File: src/rtl/rnd_pkg.sv
package rnd_pkg;
  typedef enum logic [1:0] {
    RM_NEAREST = 2'b00,
    RM_ZERO    = 2'b01,
    RM_POS     = 2'b10,
    RM_NEG     = 2'b11
  } rnd_mode_e;
endpackage

File: src/rtl/rnd_decide.sv
module rnd_decide
  import rnd_pkg::*;
(
  input  logic      lsb_i,
  input  logic      guard_i,
  input  logic      round_i,
  input  logic      sticky_i,
  input  logic      sign_i,
  input  rnd_mode_e mode_i,
  output logic      inc_o,
  output logic      inexact_o,
  output logic      ovf_inf_o
);
  logic lossy;
  assign lossy     = guard_i | round_i | sticky_i;
  assign inexact_o = lossy;

  always_comb begin
    inc_o     = 1'b0;
    ovf_inf_o = 1'b0;
    unique case (mode_i)
      RM_NEAREST: begin
        inc_o     = guard_i & (round_i | sticky_i | lsb_i);
        ovf_inf_o = 1'b1;
      end
      RM_ZERO: begin
        inc_o     = 1'b0;
        ovf_inf_o = 1'b0;
      end
      RM_POS: begin
        inc_o     = lossy & ~sign_i;
        ovf_inf_o = ~sign_i;
      end
      RM_NEG: begin
        inc_o     = lossy & sign_i;
        ovf_inf_o = sign_i;
      end
      default: begin
        inc_o     = 1'b0;
        ovf_inf_o = 1'b0;
      end
    endcase
  end

  // an increment without lost bits would be a spurious round
  always_comb begin
    assert_inc_needs_loss_R3: assert (!inc_o || lossy);
  end
endmodule

File: src/rtl/rnd_incr.sv
module rnd_incr #(
  parameter int unsigned W     = 56,
  parameter int unsigned CHUNK = 8
) (
  input  logic [W-1:0] val_i,
  input  logic         inc_i,
  output logic [W-1:0] sum_o,
  output logic         carry_o
);
  localparam int unsigned NCH = (W + CHUNK - 1) / CHUNK;

  logic [NCH:0] cy;
  assign cy[0] = inc_i;

  for (genvar c = 0; c < NCH; c++) begin : g_chunk
    localparam int unsigned LO = c * CHUNK;
    localparam int unsigned HI = ((c + 1) * CHUNK > W) ? W - 1 : (c + 1) * CHUNK - 1;
    localparam int unsigned CW = HI - LO + 1;
    logic [CW:0] part;
    assign part          = {1'b0, val_i[HI:LO]} + {{CW{1'b0}}, cy[c]};
    assign sum_o[HI:LO]  = part[CW-1:0];
    assign cy[c+1]       = part[CW];
  end

  assign carry_o = cy[NCH];
endmodule

File: src/rtl/dir_round_unit.sv
module dir_round_unit
  import rnd_pkg::*;
#(
  parameter int unsigned W = 56
) (
  input  logic         clk_i,
  input  logic         rst_ni,
  input  logic [W+1:0] mant_i,
  input  logic         sticky_i,
  input  logic         sign_i,
  input  logic [1:0]   mode_i,
  output logic [W-1:0] mant_o,
  output logic         carry_o,
  output logic         up_o,
  output logic         inexact_o,
  output logic         frac_rnd_o,
  output logic         ovf_inf_o
);
  logic [W-1:0] kept, sum;
  logic         inc, inx, ovf, cy;

  assign kept = mant_i[W+1:2];

  rnd_decide i_decide (
    .lsb_i    (mant_i[2]),
    .guard_i  (mant_i[1]),
    .round_i  (mant_i[0]),
    .sticky_i (sticky_i),
    .sign_i   (sign_i),
    .mode_i   (rnd_mode_e'(mode_i)),
    .inc_o    (inc),
    .inexact_o(inx),
    .ovf_inf_o(ovf)
  );

  rnd_incr #(.W(W)) i_incr (
    .val_i  (kept),
    .inc_i  (inc),
    .sum_o  (sum),
    .carry_o(cy)
  );

  always_ff @(posedge clk_i or negedge rst_ni) begin
    if (!rst_ni) begin
      mant_o     <= '0;
      carry_o    <= 1'b0;
      up_o       <= 1'b0;
      inexact_o  <= 1'b0;
      frac_rnd_o <= 1'b0;
      ovf_inf_o  <= 1'b0;
    end else begin
      mant_o     <= sum;
      carry_o    <= cy;
      up_o       <= inc;
      inexact_o  <= inx;
      frac_rnd_o <= inc;
      ovf_inf_o  <= ovf;
    end
  end

  // set one edge after reset, so $past below only sees sampled inputs
  logic past_ok;
  always_ff @(posedge clk_i or negedge rst_ni) begin
    if (!rst_ni) past_ok <= 1'b0;
    else         past_ok <= 1'b1;
  end

  assert_exact_R2: assert property (@(posedge clk_i) disable iff (!rst_ni)
    past_ok && $past(mant_i[1:0] == 2'b00 && !sticky_i)
      |-> !inexact_o && !up_o && mant_o == $past(mant_i[W+1:2]));

  assert_rz_no_up_R5: assert property (@(posedge clk_i) disable iff (!rst_ni)
    past_ok && $past(mode_i == 2'b01) |-> !up_o && !ovf_inf_o);

  assert_incr_value_R8: assert property (@(posedge clk_i) disable iff (!rst_ni)
    past_ok && up_o |-> {carry_o, mant_o} == {1'b0, $past(mant_i[W+1:2])} + 1'b1);

  assert_no_up_keep_R1: assert property (@(posedge clk_i) disable iff (!rst_ni)
    past_ok && !up_o |-> !carry_o && mant_o == $past(mant_i[W+1:2]));

  assert_nearest_inf_R9: assert property (@(posedge clk_i) disable iff (!rst_ni)
    past_ok && $past(mode_i == 2'b00) |-> ovf_inf_o);
endmodule

File: config.mk
export PLATFORM = sky130hd
export DESIGN_NAME = dir_round_unit
export DESIGN_NICKNAME = d
export VERILOG_FILES = /design/src/rtl/rnd_pkg.sv /design/src/rtl/rnd_decide.sv /design/src/rtl/rnd_incr.sv /design/src/rtl/dir_round_unit.sv
export SDC_FILE = /design/constraint.sdc
export NUM_CORES = 1
export LEC_CHECK = 0
export ABC_AREA = 1
export BUFFER_PORTS_ARGS = -buffer_cell sky130_fd_sc_hd__buf_2
export CAP_MARGIN = 15
export CELL_PAD_IN_SITES_DETAIL_PLACEMENT = 0
export CELL_PAD_IN_SITES_GLOBAL_PLACEMENT = 1
export CORE_MARGIN = 5
export CORE_UTILIZATION = 35
export CTS_BUF_LIST = sky130_fd_sc_hd__clkbuf_8
export DETAILED_ROUTE_END_ITERATION = 6
export GPL_ROUTABILITY_DRIVEN = 0
export PLACE_DENSITY_LB_ADDON = 0.05
export SYNTH_ARGS = -nofsm -noshare
export SYNTH_HDL_FRONTEND = slang
export SYNTH_SLANG_ARGS = --single-unit
File: constraint.sdc
create_clock -name clk_i -period 1.45 [get_ports clk_i]
set_clock_uncertainty 0.15 [all_clocks]
set_input_delay 0.0725 -clock clk_i [delete_from_list [all_inputs] [get_ports clk_i]]
set_output_delay 0.0725 -clock clk_i [all_outputs]
set_load 0.03 [all_outputs]
==> run_results.csv, run 1 <==
group,metric,value,unit
timing,finalWorstSetupSlack,-3260,ps
route,routed_wirelength,8350,µm
floorplan,die_area,9690,µm²
route,via_count,3000,
synth,synth_top_family_by_area,"simple AND/OR/NAND/NOR gates",
layout,final_cells,694,
cts,cts_tree,"done",
floorplan,die_y,98.4,µm
layout,diodes,0,
setup_path,path_common_cell,"ha_4",
timing,timing.hold.ws,-162,ps
route,routed_via_density,4.32,
floorplan,initial_utilization,35.6,%
power_and_ir_drop,pwr_density_cell,735,nW/µm²
flow_run,cap_violations,0,
synth,muxShareOfSynthArea,0,%
setup_path,cp_slowest_cell,"ha_2",
timing,worst_pin_slew,333,ps
setup_path,critical_path_class,"primary input to register",
synth,avgSynthCellArea,8.95,µm²
power_and_ir_drop,peakVddDrop,0.466,mV
global_route,track_usage,17.8,%
synth,synth.distinct_cells,14,
setup_path,crit_arrival,4780,ps
setup_path,crit_required,1520,ps
synth,synthFlopType,"dfrtp_1",
timing,hold_viol,22,
layout,syn2layout_area_growth,102,%
setup_path,start_kind,"primary input",
route,ant_nets,0,
global_route,overflow,0,
synth,synth_xor_area_share,6.08,%
setup_path,slowest_delay,220,ps
timing,slew_viol_final,0,
route,drc,0,
layout,final_common_cell,"buf_2",
cts,cts_max_level,3,
route,avgRoutedWirePerCell,12.0,µm
setup_path,path_buf_inv,4,
min_path,min_to,"mant_o[40]",
timing,max_freq,0.212,GHz
layout,final_util,72.0,%
min_path,min_path_cells,2,
cts,clk_pin_slew,70,ps
floorplan,ioPinCount,125,
synth,synth.ff_latch_count,60,
setup_path,cp_top_family,"simple AND/OR/NAND/NOR gates",
global_route,grt_pass1_wl,14000,µm
synth,synth_cells,306,
placed_design,hpwl,5410,µm
layout,nNetsFinal,665,
synth,syn-num-nets,384,
cts,cts-root-buf,"clkbuf_8",
synth,yosys.area.top_type,"dfrtp_1",
setup_path,path_max_fanout,3,
timing,slew_headroom,77.8,%
cts,cts_sinks,60,
layout,mostFrequentLayoutCells,"buf_2 (119), buf_4 (78), nand2_1 (76), dfrtp_1 (60), dlygate4sd3_1 (51)",
cts,numCtsBuffers,9,
synth,ys_seq_area_share,54.8,%
setup_path,setup.worst_path.end_class,"register",
timing,min_period,4710,ps
synth,synthTopCellsByArea,"dfrtp_1 (55%), nand2_1 (12%), ha_1 (6.4%)",
cts,clockBufferDepth,2,
route,dr.pass1.iters,6,
synth,yosys_warnings,0,
global_route,grt_start_max_net_pins,61,
floorplan,core,7690,µm²
min_path,hold_class,"primary input to register",
layout,drive_gt1_share,53.0,%
synth,async_flop_share,100,%
synth,synth_edf_count,0,
synth,yosys.area_share.simple,26.0,%
global_route,antenna_found_initial,1,
placed_design,post-place-ws,-4100,ps
outcome,failed_checks,"negative hold slack, negative setup slack",
min_path,min_from,"mant_i[42]",
synth,synth-compound-area-share,1.46,%
synth,yosysTopAreaCellShare,54.8,%
power_and_ir_drop,total_leakage_power,2.75,nW
route,drt_iter0_markers,60,
cts,ctsHoldBuffers,51,
synth,syn_area,2740,µm²
outcome,status,"complete, but fails checks",
synth,synth_fa_ha_area_share,6.40,%
placed_design,dp.cells,592,
floorplan,num_rows,32,
timing,rsz0062_at_grt,"yes",
timing,setup_viol,47,
placed_design,port_buffers,124,
floorplan,die_x,98.4,µm
timing,fin_crit_sh,325,%
global_route,grt_pass1_vias,3171,
layout make-up:
class	count	area, µm²
sequential	60	1500
multi-input combinational	209	1600
tap	102	128
clock inverter	4	16.3
fill	585	2160
timing repair buffer	271	1970
clock buffer	12	165
inverter	36	150
worst max path at each step:
stage	depth (start not counted)	end	startpoint	slack, ps
after global placement	46	mant_o[54]	mode_i[0]	-3940
final	47	mant_o[54]	sign_i	-3260
after floorplan	46	mant_o[54]	mode_i[0]	-3710
after global routing	47	mant_o[54]	sign_i	-3660
after detailed placement	46	mant_o[54]	mode_i[0]	-4100
after CTS	47	mant_o[54]	mode_i[0]	-3320
sequential cells by signal, indices dropped and copies added (netlist names):
signal and count:
inexact_o 1, mant_o 56, ovf_inf_o 1, carry_o 1, up_o 1
layer usage:
layer / vias to the layer above / track usage (%) / wire length [µm]
met5: - / 0 / 13
met4: 2 / 5.99 / 117
met3: 12 / 4.88 / 545
met2: 89 / 32.7 / 4340
met1: 1381 / 19.9 / 3330
li1: 1516 / - / -
Yosys cell counts (7+ instances only):
library cell / instances
nand2_1: 88
dfrtp_1: 60
inv_1: 36
nor2_1: 34
nand3_1: 33
ha_1: 14
xor2_1: 10
xnor2_1: 9
o21ai_0: 8
nor2_2: 7
stage by stage:
| stage | setup TNS (ps) | instance area [µm²] | total power, W | hold slack, ps |
|---|---|---|---|---|
| floorplan | -93620 | 2910 | 0.00215 | -373 |
| global placement | -107450 | 4120 | 0.00254 | -42.7 |
| detailed placement | -112550 | 4120 | 0.00255 | -39.0 |
| CTS | -84370 | 5360 | 0.00408 | -161 |
| global route | -94980 | 5530 | 0.00428 | -164 |
| finish | -83400 | 5530 | 0.00406 | -162 |
where the power goes:
group          internal, W  switching, W  total, W
Combinational     0.000402      0.000518  0.000920
Sequential         0.00176     0.0000238   0.00179
Clock             0.000740      0.000615   0.00136
cells by family (layout without fill, tap and decap cells):
logic type               Yosys count  in the layout
flip-flops                        60             60
adder cells (fa/ha/maj)           14             14
XOR/XNOR                          19             19
buffers and inverters             37            323
AND/OR/NAND/NOR                  168            168
AO/OA/AOI/OAI                      8              8
timing repair:
action,in CTS,in global routing
setup buffers,36,8
endpoints found under the setup margin,48,48
endpoints found under the hold margin,119,20
gates resized for setup,71,32
pin swaps,50,24
Power figures use the tool's default switching activity.
==> run 2, diff against run 1 <==
- BUFFER_PORTS_ARGS: -buffer_cell sky130_fd_sc_hd__buf_2 -> default
- DONT_BUFFER_PORTS: default -> 1
==> run 2 against run 1 <==
The run still ends with negative hold slack, negative setup slack left. Clock power barely moved. Largest power group unchanged. Final cell count decreased by 23%. Worst setup slack gained 190 ps. First-iteration DRC count decreased by 17%. Global-route usage decreased by 2.7 points. Core utilization down 12 points. Fmax is 4.3% higher. Power down 8.9%. Via count shrank 20%. Routed wire length shrank 12%.
==> run_results.csv, run 2 (synthesis results as in run 1) <==
group,metric,value,unit
placed_design,post-place-ws,-3920,ps
global_route,antenna_found_initial,0,
cts,cts-root-buf,"clkbuf_8",
route,avgRoutedWirePerCell,13.8,µm
setup_path,setup.worst_path.end_class,"register",
layout,diodes,0,
setup_path,critical_path_class,"primary input to register",
power_and_ir_drop,total_leakage_power,2.08,nW
cts,clockBufferDepth,2,
timing,timing.hold.ws,-718,ps
power_and_ir_drop,p_sw,0.00100,W
route,ant_nets,0,
layout,largest_reg_flops,56,
setup_path,cp_slowest_cell,"ha_2",
timing,worst_pin_slew,535,ps
timing,min_period,4510,ps
cts,cts_max_level,3,
route,routed_via_density,4.50,
outcome,failed_checks,"negative hold slack, negative setup slack",
global_route,track_usage,15.2,%
floorplan,die_y,98.4,µm
setup_path,path_buf_inv,16,
power_and_ir_drop,p_comb_share,9.2,%
layout,nNetsFinal,506,
outcome,status,"complete, but fails checks",
global_route,grt_start_max_net_pins,61,
power_and_ir_drop,seq_power_share,54.2,%
route,via_count,2396,
global_route,grt_pass1_vias,2447,
timing,setup_viol,47,
cts,cts_tree,"done",
global_route,overflow,0,
floorplan,num_rows,32,
setup_path,worst-path-stages,46,
timing,finalWorstSetupSlack,-3060,ps
layout,design_area,4640,µm²
setup_path,cp_top_family,"buffers and inverters",
setup_path,slowest_delay,190,ps
cts,cts_sinks,60,
timing,hold_viol,106,
floorplan,die_x,98.4,µm
cts,numCtsBuffers,9,
layout,final_common_cell,"nand2_1",
setup_path,critPathLaunch,"mant_i[0]",
flow_run,cap_violations,0,
route,drc,0,
setup_path,path_max_fanout,3,
layout,drive_gt1_share,38.5,%
timing,rsz0062_at_grt,"yes",
floorplan,ioPinCount,125,
layout,final_util,60.4,%
power_and_ir_drop,pwr_density_cell,798,nW/µm²
route,dr.pass1.iters,4,
layout,mostFrequentLayoutCells,"nand2_1 (74), dfrtp_1 (60), buf_4 (49), dlygate4sd3_1 (44), inv_1 (31)",
layout,regMostFlops,"mant_o",
placed_design,port_buffers,0,
floorplan,core,7690,µm²
timing,slew_headroom,64.4,%
placed_design,hpwl,4860,µm
timing,max_freq,0.222,GHz
cts,clk_pin_slew,70,ps
power_and_ir_drop,clkPwrFrac,36.6,%
min_path,hold_class,"primary input to asynchronous set/reset pin",
power_and_ir_drop,peakVddDrop,0.369,mV
timing,slew_viol_final,0,
timing,fin_crit_sh,311,%
floorplan,initial_utilization,35.6,%
setup_path,crit_required,1520,ps
layout,syn2layout_area_growth,69.5,%
setup_path,start_kind,"primary input",
setup_path,crit_arrival,4580,ps
route,drt_iter0_markers,50,
route,routed_wirelength,7340,µm
placed_design,placed_area,3260,µm²
global_route,grt_pass1_wl,11600,µm
power_and_ir_drop,intPower,0.00270,W
setup_path,path_common_cell,"buf_4",
floorplan,die_area,9690,µm²
power_and_ir_drop,sw_frac_of_total,27.1,%
[run 2: changes by cell type in the layout (fill, tap and decap cells not counted), moves of 2 or more]
cell / change
buf_12: -2
buf_2: -119
buf_4: -29
buf_6: -3
dlygate4sd3_1: -7
dlymetal6s4s_1: +2
ha_2: -2
ha_4: +2
inv_1: -2
inv_2: -2
nand2_1: -2
nor2_1: -2
[run 2: routing by layer]
metal	part of all wire (%)	GRT usage, %	vias to the layer above
met4	1.3	6.30	0
met1	36	16.3	1118
li1	-	-	1195
met5	0	0	-
met2	51	25.4	75
met3	11	7.43	8
[run 2: final timing paths]
kind / endpoint / slack [ps]
min in group clk_i: mant_o[52] / -330
max: mant_o[38] / -3060
min: mant_o[35] / -720
max in group asynchronous: mant_o[5] / 1770
[run 2: power by group through the flow]
stage	clock network (W)	registers [W]	logic (W)
2_1_floorplan	0	0.00201	0.000132
3_3_place_gp	0	0.00204	0.000172
3_5_place_dp	0	0.00204	0.000177
4_1_cts	0.00141	0.00201	0.000286
5_1_grt	0.00150	0.00201	0.000384
6_report	0.00136	0.00200	0.000341
[run 2: layout make-up]
class / count / area [µm²]
multi-input cells: 209 / 1660
clock buffers: 12 / 165
flip-flops and latches: 60 / 1500
clock inverters: 2 / 10.0
well taps: 102 / 128
inverters: 36 / 155
repair buffers: 112 / 1020
fillers: 679 / 3050
[run 2: per-stage QoR]
| step | total power (W) | std cells | setup TNS (ps) |
|---|---|---|---|
| 5_1_grt | 0.00389 | 533 | -85860 |
| 3_3_place_gp | 0.00221 | 437 | -103090 |
| 2_1_floorplan | 0.00215 | 306 | -93620 |
| 3_5_place_dp | 0.00222 | 437 | -104120 |
| 6_report | 0.00370 | 533 | -75810 |
| 4_1_cts | 0.00370 | 515 | -78400 |
[run 2: timing repair]
action,CTS,global route
endpoints found under the hold margin,120,107
endpoints found under the setup margin,47,50
gates resized for setup,63,45
pin swaps,47,34
hold buffers,35,12
setup buffers,31,11
